## config.mk

```make
export PLATFORM = sky130hd
export DESIGN_NAME = fgs_grid_framer
export DESIGN_NICKNAME = d
export VERILOG_FILES = /design/src/rtl/fgs_pkg.sv /design/src/rtl/fgs_seq.sv /design/src/rtl/fgs_out_reg.sv /design/src/rtl/fgs_grid_framer.sv
export SDC_FILE = /design/constraint.sdc
export NUM_CORES = 1
export LEC_CHECK = 0
export CORE_MARGIN = 4
export CORE_UTILIZATION = 50
export CTS_BUF_LIST = sky130_fd_sc_hd__clkbuf_4
export DETAILED_ROUTE_END_ITERATION = 16
export GPL_TIMING_DRIVEN = 0
export HOLD_SLACK_MARGIN = 0.02
export PLACE_DENSITY = 0.8
export RECOVER_POWER = 100
export SLEW_MARGIN = 20
export SYNTH_ARGS = -nofsm -noshare
export SYNTH_HDL_FRONTEND = slang
export SYNTH_SLANG_ARGS = --single-unit
```

## constraint.sdc

```tcl
create_clock -name clk -period 11.15 [get_ports clk]
set_input_delay 1.6725 -clock clk [delete_from_list [all_inputs] [get_ports clk]]
set_output_delay 1.6725 -clock clk [all_outputs]
set_load 0.02 [all_outputs]
```

## src/rtl/fgs_pkg.sv

```systemverilog
package fgs_pkg;
  typedef enum logic [1:0] {
    PH_IDLE = 2'd0,
    PH_SYNC = 2'd1,
    PH_DATA = 2'd2
  } fgs_phase_e;
endpackage

```

## src/rtl/fgs_seq.sv

```systemverilog
module fgs_seq
  import fgs_pkg::*;
#(
  parameter int NSC_MAX  = 576,
  parameter int NSC_W    = 10,
  parameter int CNT_W    = 14,
  parameter int SYNC_LEN = 960,
  parameter int SYM_SLOT = 14
) (
  input  logic             clk,
  input  logic             rst,
  input  logic             start_i,
  input  logic [NSC_W-1:0] cfg_nsc_i,
  input  logic             cfg_dual_i,
  input  logic             acc_i,
  output fgs_phase_e       phase_o,
  output logic             last_o
);
  fgs_phase_e       phase_q;
  logic [NSC_W-1:0] nsc_q;
  logic             dual_q;
  logic             seg_q;
  logic [CNT_W-1:0] cnt_q;
  logic [CNT_W-1:0] slot_len;
  logic [CNT_W-1:0] pkt_len;

  // packet length for the current phase and segment
  always_comb begin
    slot_len = CNT_W'(nsc_q) * CNT_W'(SYM_SLOT);
    if (phase_q == PH_SYNC)
      pkt_len = CNT_W'(SYNC_LEN);
    else if (dual_q)
      pkt_len = slot_len << 1;
    else
      pkt_len = slot_len;
  end

  assign last_o  = (cnt_q == pkt_len - CNT_W'(1));
  assign phase_o = phase_q;

  always_ff @(posedge clk) begin
    if (rst) begin
      phase_q <= PH_IDLE;
      nsc_q   <= '0;
      dual_q  <= 1'b0;
      seg_q   <= 1'b0;
      cnt_q   <= '0;
    end else begin
      case (phase_q)
        PH_IDLE: begin
          if (start_i) begin
            phase_q <= PH_SYNC;
            nsc_q   <= cfg_nsc_i;
            dual_q  <= cfg_dual_i;
            seg_q   <= 1'b0;
            cnt_q   <= '0;
          end
        end
        default: begin
          if (acc_i) begin
            if (last_o) begin
              cnt_q <= '0;
              if (phase_q == PH_SYNC)
                phase_q <= PH_DATA;
              else if (!dual_q && !seg_q)
                seg_q <= 1'b1;
              else
                phase_q <= PH_IDLE;
            end else begin
              cnt_q <= cnt_q + CNT_W'(1);
            end
          end
        end
      endcase
    end
  end

  AST_START_CFG_RANGE: assert property (@(posedge clk) disable iff (rst)
    (phase_q == PH_IDLE && start_i) |-> (cfg_nsc_i != '0 && cfg_nsc_i <= NSC_W'(NSC_MAX)));
  AST_SYNC_ONLY_FROM_START: assert property (@(posedge clk) disable iff (rst)
    (phase_q == PH_SYNC && $past(phase_q) == PH_IDLE) |-> $past(start_i));
  AST_CFG_HELD: assert property (@(posedge clk) disable iff (rst)
    (phase_q != PH_IDLE && $past(phase_q) != PH_IDLE) |-> ($stable(nsc_q) && $stable(dual_q)));
  AST_SYNC_END_ON_LAST: assert property (@(posedge clk) disable iff (rst)
    (phase_q == PH_DATA && $past(phase_q) == PH_SYNC) |-> $past(acc_i && last_o));
  AST_CNT_IN_PACKET: assert property (@(posedge clk) disable iff (rst)
    (phase_q != PH_IDLE) |-> (cnt_q < pkt_len));
endmodule

```

## src/rtl/fgs_out_reg.sv

```systemverilog
module fgs_out_reg #(
  parameter int DATA_W = 32
) (
  input  logic              clk,
  input  logic              rst,
  input  logic              load_i,
  input  logic [DATA_W-1:0] data_i,
  input  logic              last_i,
  input  logic              ready_i,
  output logic              valid_o,
  output logic [DATA_W-1:0] data_o,
  output logic              last_o,
  output logic              space_o
);
  assign space_o = !valid_o || ready_i;

  always_ff @(posedge clk) begin
    if (rst)
      valid_o <= 1'b0;
    else if (load_i)
      valid_o <= 1'b1;
    else if (ready_i)
      valid_o <= 1'b0;
  end

  always_ff @(posedge clk) begin
    if (load_i) begin
      data_o <= data_i;
      last_o <= last_i;
    end
  end

  AST_HOLD_ON_STALL: assert property (@(posedge clk) disable iff (rst)
    (valid_o && !ready_i) |=> (valid_o && $stable(data_o) && $stable(last_o)));
endmodule

```

## src/rtl/fgs_grid_framer.sv

```systemverilog
module fgs_grid_framer
  import fgs_pkg::*;
#(
  parameter int DATA_W   = 32,
  parameter int NSC_MAX  = 576,
  parameter int SYNC_SC  = 240,
  parameter int SYNC_SYM = 4,
  parameter int SYM_SLOT = 14,
  localparam int NSC_W    = $clog2(NSC_MAX + 1),
  localparam int SYNC_LEN = SYNC_SC * SYNC_SYM,
  localparam int MAX_PKT  = 2 * SYM_SLOT * NSC_MAX,
  localparam int CNT_W    = $clog2((MAX_PKT > SYNC_LEN ? MAX_PKT : SYNC_LEN) + 1)
) (
  input  logic              clk,
  input  logic              rst,
  input  logic              start_i,
  input  logic [NSC_W-1:0]  cfg_nsc_i,
  input  logic              cfg_wide_i,
  input  logic              s_valid_i,
  input  logic [DATA_W-1:0] s_data_i,
  output logic              s_ready_o,
  output logic              m_valid_o,
  output logic [DATA_W-1:0] m_data_o,
  output logic              m_last_o,
  input  logic              m_ready_i,
  output logic [1:0]        status_o
);
  fgs_phase_e phase;
  logic       pkt_last;
  logic       space;
  logic       in_fire;

  assign s_ready_o = (phase != PH_IDLE) && space;
  assign in_fire   = s_valid_i && s_ready_o;
  assign status_o  = phase;

  fgs_seq #(
    .NSC_MAX (NSC_MAX),
    .NSC_W   (NSC_W),
    .CNT_W   (CNT_W),
    .SYNC_LEN(SYNC_LEN),
    .SYM_SLOT(SYM_SLOT)
  ) seq_i (
    .clk       (clk),
    .rst       (rst),
    .start_i   (start_i),
    .cfg_nsc_i (cfg_nsc_i),
    .cfg_dual_i(cfg_wide_i),
    .acc_i     (in_fire),
    .phase_o   (phase),
    .last_o    (pkt_last)
  );

  fgs_out_reg #(
    .DATA_W(DATA_W)
  ) oreg_i (
    .clk    (clk),
    .rst    (rst),
    .load_i (in_fire),
    .data_i (s_data_i),
    .last_i (pkt_last),
    .ready_i(m_ready_i),
    .valid_o(m_valid_o),
    .data_o (m_data_o),
    .last_o (m_last_o),
    .space_o(space)
  );

  AST_IDLE_NO_EMIT: assert property (@(posedge clk) disable iff (rst)
    (phase == PH_IDLE && !m_valid_o) |=> !m_valid_o);
  AST_STATUS_CODE: assert property (@(posedge clk) disable iff (rst)
    $onehot0(status_o));
endmodule

```

## Word level (Yosys, flattened, before mapping)

Cells that the tools add are included.

| operators by class | value |
|---|---|
| multipliers | 1 |
| eq/ne operators | 5 |
| reduce and logical (&&, ||, !) cells | 17 |
| $add $sub $neg | 2 |
| muxes and demuxes | 20 |

Operators by type and width:

| operator | count |
|---|---|
| 2-to-1 mux 14 bit | 6 |
| adder 14 x 1 -> 14 bit (second input constant) | 1 |
| equality test 14 bit | 1 |
| subtractor 14 x 1 -> 14 bit (second input constant) | 1 |
| multiplier 10 x 3 -> 13 bit (second input constant) | 1 |
| 2-to-1 mux 2 bit | 6 |
| nonzero test 2 bit | 5 |
| 2-to-1 mux 1 bit | 8 |
| AND reduction 5 bit | 1 |
| inequality test 2 bit (second input constant) | 2 |
| AND reduction 2 bit | 2 |
| AND reduction 4 bit | 1 |
| logical AND 1 bit | 3 |
| logical NOT 1 bit | 3 |
| inequality test 3 x 2 -> 1 bit (second input constant) | 1 |
| equality test 2 x 1 -> 1 bit (second input constant) | 1 |
| logical NOT 2 bit | 1 |
| logical OR 1 bit | 1 |

| storage, ports and cells | value |
|---|---|
| output and inout port bits | 37 |
| register bits after elaboration | 62 |
| bits of input ports | 48 |
| word-level logic and storage cells | 53 |

## Logic depth before layout (Yosys ltp)

Gate-level depths: netlist of the first run.

| depth | value |
|---|---|
| depth in word-level cells | 8 |
| depth in mapped cells | 17 |
| gate-level depth less buffers | 16 |

## Modules after synthesis

A second synthesis of the first run with hierarchy kept.

| unflattened totals | value |
|---|---|
| cell total of the unflattened synthesis | 400 |
| area total of the unflattened synthesis | 3819.9 um^2 |

Modules (own cells, without submodules):

| module | cells each | instances | area each (um^2) |
|---|---|---|---|
| fgs_seq | 361 | 1 | 2765.2 |
| fgs_out_reg | 37 | 1 | 1037.2 |
| fgs_grid_framer | 2 | 1 | 17.5 |

## Worst setup path after synthesis of the first run

No wires, ideal clock.

| timing | value |
|---|---|
| path type | register -> register |
| start | register seq_i.nsc_q[0] |
| end | register seq_i.cnt_q[0] |
| path slack | 7000 ps |
| setup time | 144 ps |
| period minus slack after synthesis | 4150 ps |
| data arrival time | 4006 ps |
| cell stages (with the launch flop) | 18 |
| path buffers | 1 |
| path through | dfxtp_1 inv_1 fa_1 inv_1 ha_1 inv_1 fa_1 or2_2 a32oi_1 a21oi_1 o2111ai_1 xor2_1 or2_2 a222oi_1 and4b_1 a21o_1 buf_6 o22ai_1 |

| on the way | value |
|---|---|
| cells in the longest elaborated chain, start to end | 8 |

RTL lines:

| element | line | RTL |
|---|---|---|
| from (decl) | fgs_seq.sv:20 | `logic [NSC_W-1:0] nsc_q;` |
| from (signal assigned) | fgs_seq.sv:53 | `nsc_q <= cfg_nsc_i;` |
| multiplier 10 x 3 -> 13 bit | fgs_seq.sv:29 | `slot_len = CNT_W'(nsc_q) * CNT_W'(SYM_SLOT);` |
| 2-to-1 mux 14 bit | fgs_seq.sv:32 | `else if (dual_q)` |
| 2-to-1 mux 14 bit | fgs_seq.sv:30 | `if (phase_q == PH_SYNC)` |
| subtractor 14 x 1 -> 14 bit | fgs_seq.sv:38 | `assign last_o = (cnt_q == pkt_len - CNT_W'(1));` |
| equality test 14 bit | fgs_seq.sv:38 |  |
| 2-to-1 mux 14 bit | fgs_seq.sv:61 | `if (last_o) begin` |
| 2-to-1 mux 14 bit | fgs_seq.sv:60 | `if (acc_i) begin` |
| 2-to-1 mux 14 bit | fgs_seq.sv:49 | `case (phase_q)` |
| to (signal assigned) | fgs_seq.sv:70 | `cnt_q <= cnt_q + CNT_W'(1);` |
| to (decl) | fgs_seq.sv:23 | `logic [CNT_W-1:0] cnt_q;` |

No other way between the ends. The select of a mux whose other input is x is not followed.
A chain may end at the register's enable or synchronous reset.

## Worst setup path after layout of the first run

| timing | value |
|---|---|
| start | register seq_i.dual_q |
| end | register seq_i.cnt_q[1] |

| on the way | value |
|---|---|
| cells in the longest elaborated chain, start to end | 7 |

RTL lines:

| element | line | RTL |
|---|---|---|
| from (decl) | fgs_seq.sv:21 | `logic dual_q;` |
| from (signal assigned) | fgs_seq.sv:54 | `dual_q <= cfg_dual_i;` |
| 2-to-1 mux 14 bit | fgs_seq.sv:32 |  |
| 2-to-1 mux 14 bit | fgs_seq.sv:30 |  |
| subtractor 14 x 1 -> 14 bit | fgs_seq.sv:38 |  |
| equality test 14 bit | fgs_seq.sv:38 |  |
| 2-to-1 mux 14 bit | fgs_seq.sv:61 |  |
| 2-to-1 mux 14 bit | fgs_seq.sv:60 |  |
| 2-to-1 mux 14 bit | fgs_seq.sv:49 |  |

No other way between the ends. The select of a mux whose other input is x is not followed.

==> results of run 1 <==
==> critical path: stages (launching register included) <==
cell and delay [ns]:
dfxtp_1 0.43, clkbuf_1 0.37, clkbuf_1 0.38, clkbuf_1 0.43
mux2_2 0.39, nand2_1 0.06, ha_1 0.20, nor2b_1 0.15
a32oi_1 0.17, nor4_1 0.25, o2111ai_1 0.28, o311ai_1 0.31
o41ai_1 0.15, o21a_1 0.22, nor4_1 0.86, a21o_1 0.27
clkbuf_1 0.42, o32ai_1 0.19
==> registers in the layout (all words and copies together), names as in the netlist <==
| name | count |
|---|---|
| seq_i.cnt_q | 14 |
| oreg_i.last_o | 1 |
| seq_i.seg_q | 1 |
| oreg_i.valid_o | 1 |
| oreg_i.data_o | 32 |
| seq_i.phase_o | 2 |
| seq_i.nsc_q | 10 |
| seq_i.dual_q | 1 |
==> cells in the mapped netlist, types with 3 or more instances <==
master / n / area, um2
nand2_1: 49 / 183.9
nor2_1: 21 / 78.83
nor2b_1: 5 / 31.28
nor3_1: 12 / 60.06
or3_1: 4 / 25.02
a211oi_1: 7 / 52.55
o21a_1: 4 / 30.03
or2_2: 3 / 18.77
o21ai_0: 8 / 40.04
o2111ai_1: 5 / 43.79
xor2_1: 11 / 96.34
o2bb2ai_1: 4 / 35.03
o31ai_1: 3 / 22.52
fa_1: 10 / 200.2
a31oi_1: 5 / 31.28
a211oi_2: 8 / 100.1
edfxtp_1: 33 / 991.0
inv_1: 17 / 63.81
nor4_1: 5 / 31.28
dfxtp_1: 29 / 580.6
ha_1: 14 / 175.2
nand3_1: 10 / 50.05
a21oi_1: 26 / 130.1
nand4_1: 4 / 25.02
nand2b_1: 7 / 43.79
xnor2_1: 19 / 166.4
clkbuf_1: 11 / 41.29
==> how the worst max path moves through the flow <==
stage                   startpoint             end  slack (ns)
finish                seq_i.dual_q  seq_i.cnt_q[1]        5.47
global route          seq_i.dual_q  seq_i.cnt_q[1]        4.92
CTS                   seq_i.dual_q  seq_i.cnt_q[1]        6.33
detailed placement    seq_i.dual_q  seq_i.cnt_q[1]        6.35
global placement      seq_i.dual_q  seq_i.cnt_q[0]        6.44
floorplan           seq_i.nsc_q[0]  seq_i.cnt_q[0]        7.00
==> power breakdown <==
part | leakage (nW) | switching, mW | internal, mW
registers | 0.538 | 0.00686 | 0.249
clock network | 0.0700 | 0.0895 | 0.0464
logic | 1.12 | 0.0952 | 0.0734
==> final cells by class <==
| cell class | count | share of cell area (%) |
|---|---|---|
| Multi-Input combinational cell | 296 | 42.93 |
| Sequential cell | 62 | 32.33 |
| Clock inverter | 7 | 1.030 |
| Inverter | 17 | 1.313 |
| Clock buffer | 9 | 1.390 |
| Timing Repair Buffer | 84 | 17.30 |
| Buffer | 15 | 1.158 |
| Tap cell | 99 | 2.548 |
==> metal layers <==
layer	vias up	global-route usage (%)	routed length, um
met2	114	37.00	4514
li1	1642	-	-
met1	1614	28.26	4164
met3	10	5.919	773
met5	-	0	0
met4	0	5.924	113
==> cells by family (layout without fill, tap and decap cells) <==
logic type	after synthesis	count (layout)	synth area share (%)
DFF	62	62	40.98
and+or+nand+nor	137	137	18.01
muxes	3	3	0.8157
AOI/OAI and AO/OA	102	102	20.20
xor gates and xnor gates	30	30	6.851
adders and majority gates	24	24	9.788
buffers and inverters	32	132	3.360
==> metrics by stage <==
step                      util [%]  instances  instance area [um2]  hold WS (ns)
after floorplan                  -        390                 3835        0.4440
after global placement       65.13        573                 4800        0.4677
after detailed placement     65.13        573                 4800        0.4840
after CTS                    66.72        589                 4917        0.4903
after global routing         65.96        589                 4861        0.5340
final                        65.96        589                 4861        0.4992
==> flow_metrics.tcl, run 1 <==
set metrics [dict create \
    critPathLaunchType "flop" \
    place_congestion 0.8388 \
    cp.arrival_ns 5.95 \
    synth_nets 462 \
    r2r_cells 17 \
    rsz0062_at_grt "no" \
    slew_viol_final 0 \
    dpl.hpwl_um 7509 \
    fin_skew_ns 0.02153 \
    leakage_nw 1.731 \
    cts_tree "built" \
    hold_path_end "seq_i.seg_q" \
    setup_ws_ns 5.474 \
    finalHoldViolCount 0 \
    grt_pass1_wl_um 15720 \
    synth-edff-count 33 \
    netlist_instances 390 \
    ys.flop_type "edfxtp_1" \
    die-area_mm2 0.009135 \
    synth_area_mm2 0.003835 \
    insertion_delay_ns 0.42 \
    min_path_cells 2 \
    wl_per_cell_um 16.24 \
    coreArea_mm2 0.007370 \
    path_clk_slew_ns 0.12 \
    area_delta_synth_final_pct 26.75 \
    synth_seq_cells 62 \
    syn_area_per_cell_um2 9.833 \
    drt_wl_total_um 9565 \
    cts-resized-gates 0 \
    cts-root-buf "clkbuf_4" \
    dr.first_iter.drc_count 157 \
    crit_type "reg -> reg" \
    grt_max_degree 35 \
    cts.sinks 62 \
    hold_class "reg -> reg" \
    total_power_mw 0.5603 \
    yosysWarnings 0 \
    synth_seq_area_share_pct 40.98 \
    clock_path_buffers 2 \
    clock_tree.htree_level_count 3 \
    grt_pass1_vias 3219 \
    tns_ns 0 \
    viasPerCell 5.739 \
    min_from "seq_i.seg_q" \
    drv_cap 0 \
    min_period_ns 5.676 \
    post-route-period-util_pct 50.90 \
    max-slew-margin-rel_pct 18.62 \
    layout-drive-gt1-share_pct 5.714 \
    end_kind "flop" \
    grt_overflow 0 \
    multi_input_area_mm2 0.002087 \
    critPathRequiredTime_ns 11.43 \
    layout_common_cells "dlygate4sd3_1 (71), nand2_1 (49), edfxtp_1 (33)" \
    cp_max_fo 10 \
    track_usage_pct 22.13 \
    seqCellArea_mm2 0.001572 \
    io_pins 85 \
    fp.dieW_um 95.58 \
    antenna_cells 0 \
    clock.fmax_ghz 0.1762 \
    ys_types 69 \
    final_common_cell "dlygate4sd3_1" \
    antenna_found_initial 0 \
    worstMarginPinSlew_ns 1.219 \
    drc_errors 0 \
    postCtsSetupBuffers 0 \
    irDropWorstVdd_mv 0.04924 \
    port_buffers 84 \
    start_util_pct 52.04 \
    first_pass_iters 5 \
    die_h_um 95.58 \
    r2r_setup_slack_ns 5.47 \
    setup_viol 0 \
    cts_made_buffers 9 \
    r2r_end "seq_i.cnt_q[1]" \
    p_per_area_mw_per_mm2 115.3 \
    route.vias.total 3380 \
    status "finished clean" \
    ys_async_sr_fraction_pct 0 \
    pre_cts_slack_ns 6.347 \
    ctsHoldBuffers 0 \
    fillers 596 \
    r2r-start "seq_i.dual_q" \
    postRouteAntennaNets 0 \
    final_nets 557 \
    rows 31 \
]
Note: power is estimated with default switching activity, not from simulation.
==> run 2, diff against run 1 <==
==> constraint.sdc (replaced) <==
create_clock -name clk -period 5.6 [get_ports clk]
set_input_delay 0.84 -clock clk [delete_from_list [all_inputs] [get_ports clk]]
set_output_delay 0.84 -clock clk [all_outputs]
set_load 0.02 [all_outputs]
==> flow_metrics.tcl, run 2 (synthesis results as in run 1) <==
set metrics [dict create \
    cts_made_buffers 9 \
    track_usage_pct 22.13 \
    drt_wl_total_um 9557 \
    route.vias.total 3383 \
    cp.arrival_ns 5.16 \
    clock_tree.htree_level_count 3 \
    rsz0062_at_grt "no" \
    fin_cells 589 \
    cts_tree "built" \
    antenna_cells 0 \
    grt_pass1_wl_um 15720 \
    irDropWorstVdd_mv 0.09775 \
    grt_pass1_vias 3219 \
    p_per_area_mw_per_mm2 229.3 \
    ctsHoldBuffers 0 \
    end_kind "flop" \
    top_register "oreg_i.data_o" \
    first_pass_iters 4 \
    final_nets 557 \
    fin_skew_ns 0.02163 \
    io_pins 85 \
    setup_viol 0 \
    critPathRequiredTime_ns 5.87 \
    clock.fmax_ghz 0.2047 \
    dpl.hpwl_um 7509 \
    cp_max_fo 10 \
    tns_ns 0 \
    port_buffers 84 \
    die_h_um 95.58 \
    largestRegisters "oreg_i.data_o x32, seq_i.cnt_q x14, seq_i.nsc_q x10" \
    crit_type "reg -> reg" \
    cts-root-buf "clkbuf_4" \
    area_delta_synth_final_pct 27.15 \
    postCtsSetupBuffers 0 \
    path_clk_slew_ns 0.12 \
    seqPwrFrac_pct 45.6 \
    post-route-period-util_pct 87.24 \
    largest_reg_flops 32 \
    min_path_cells 2 \
    dp.cells 573 \
    slew_viol_final 0 \
    drc_errors 0 \
    critPathLaunchType "flop" \
    clock_path_buffers 2 \
    grt_overflow 0 \
    layout-drive-gt1-share_pct 6.327 \
    finalHoldViolCount 0 \
    max-slew-margin-rel_pct 18.52 \
    coreArea_mm2 0.007370 \
    r2r_cells 17 \
    hold_class "reg -> reg" \
    holdWs_ns 0.4980 \
    dr.first_iter.drc_count 172 \
    final_common_cell "dlygate4sd3_1" \
    grt_max_degree 35 \
    insertion_delay_ns 0.42 \
    p_switching_mw 0.3816 \
    p_int_mw 0.7362 \
    viasPerCell 5.744 \
    p_comb_share_pct 30.2 \
    place_congestion 0.8388 \
    status "finished clean" \
    postRouteAntennaNets 0 \
    die-area_mm2 0.009135 \
    cts-resized-gates 0 \
    drv_cap 0 \
    leakage_nw 1.741 \
    worstMarginPinSlew_ns 1.221 \
    fp.dieW_um 95.58 \
    clock_power_share_pct 24.2 \
    layout_common_cells "dlygate4sd3_1 (71), nand2_1 (49), edfxtp_1 (33)" \
    wl_per_cell_um 16.23 \
    min_period_ns 4.886 \
    swShare_pct 34.14 \
    antenna_found_initial 0 \
    start_util_pct 52.04 \
    cts.sinks 62 \
    rows 31 \
]
## run 2: power by group through the flow
stage / sequential (mW) / clock [mW] / combinational [mW]
final: 0.509 / 0.270 / 0.338
after floorplan: 0.529 / 0 / 0.230
after global placement: 0.519 / 0 / 0.336
after CTS: 0.510 / 0.276 / 0.347
after detailed placement: 0.520 / 0 / 0.345
after global routing: 0.512 / 0.298 / 0.377
## run 2: final cells by class
cell class,instances,area [um2]
Clock inverter,7,50.05
Sequential cell,62,1572
Buffer,15,65.06
Multi-Input combinational cell,296,2093
Timing Repair Buffer,84,840.8
Tap cell,99,123.9
Fill cell,591,2494
Inverter,17,63.81
Clock buffer,9,67.56
## run 2: final timing paths
kind,end,start,slack [ns]
worst max-delay path,seq_i.cnt_q[11],seq_i.dual_q,0.71
worst min-delay path,seq_i.seg_q,seq_i.seg_q,0.50
worst max register to register,seq_i.cnt_q[11],seq_i.dual_q,0.71
worst min register to register,seq_i.seg_q,seq_i.seg_q,0.50
## run 2: stage by stage
step                power [mW]  instance area, um2  setup WS, ns  utilization (%)
global route             1.187                4876        0.2591            66.16
global placement        0.8550                4800        0.8934            65.13
finish                   1.118                4876        0.7143            66.16
floorplan               0.7596                3835         1.450                -
CTS                      1.132                4917        0.7753            66.72
detailed placement      0.8649                4800        0.7967            65.13
## run 2: critical path: stages, from the launching register on
cell and delay (ns):
dfxtp_1 0.43, buf_2 0.25, clkbuf_1 0.35, clkbuf_1 0.43
mux2_2 0.39, nand2_1 0.06, ha_1 0.20, nor2b_1 0.15
a32oi_1 0.17, nor4_1 0.25, o2111ai_1 0.28, o311ai_1 0.31
o41ai_1 0.15, o21a_1 0.23, nor4_2 0.58, a21o_1 0.27
buf_6 0.17, a211oi_1 0.09
## run 2: per-layer routing
layer / GRT usage, % / vias to the layer above / routed length, um
li1: - / 1642 / -
met1: 28.26 / 1611 / 4145
met2: 37.00 / 120 / 4507
met3: 5.919 / 10 / 790
met4: 5.924 / 0 / 113
met5: 0 / - / 0
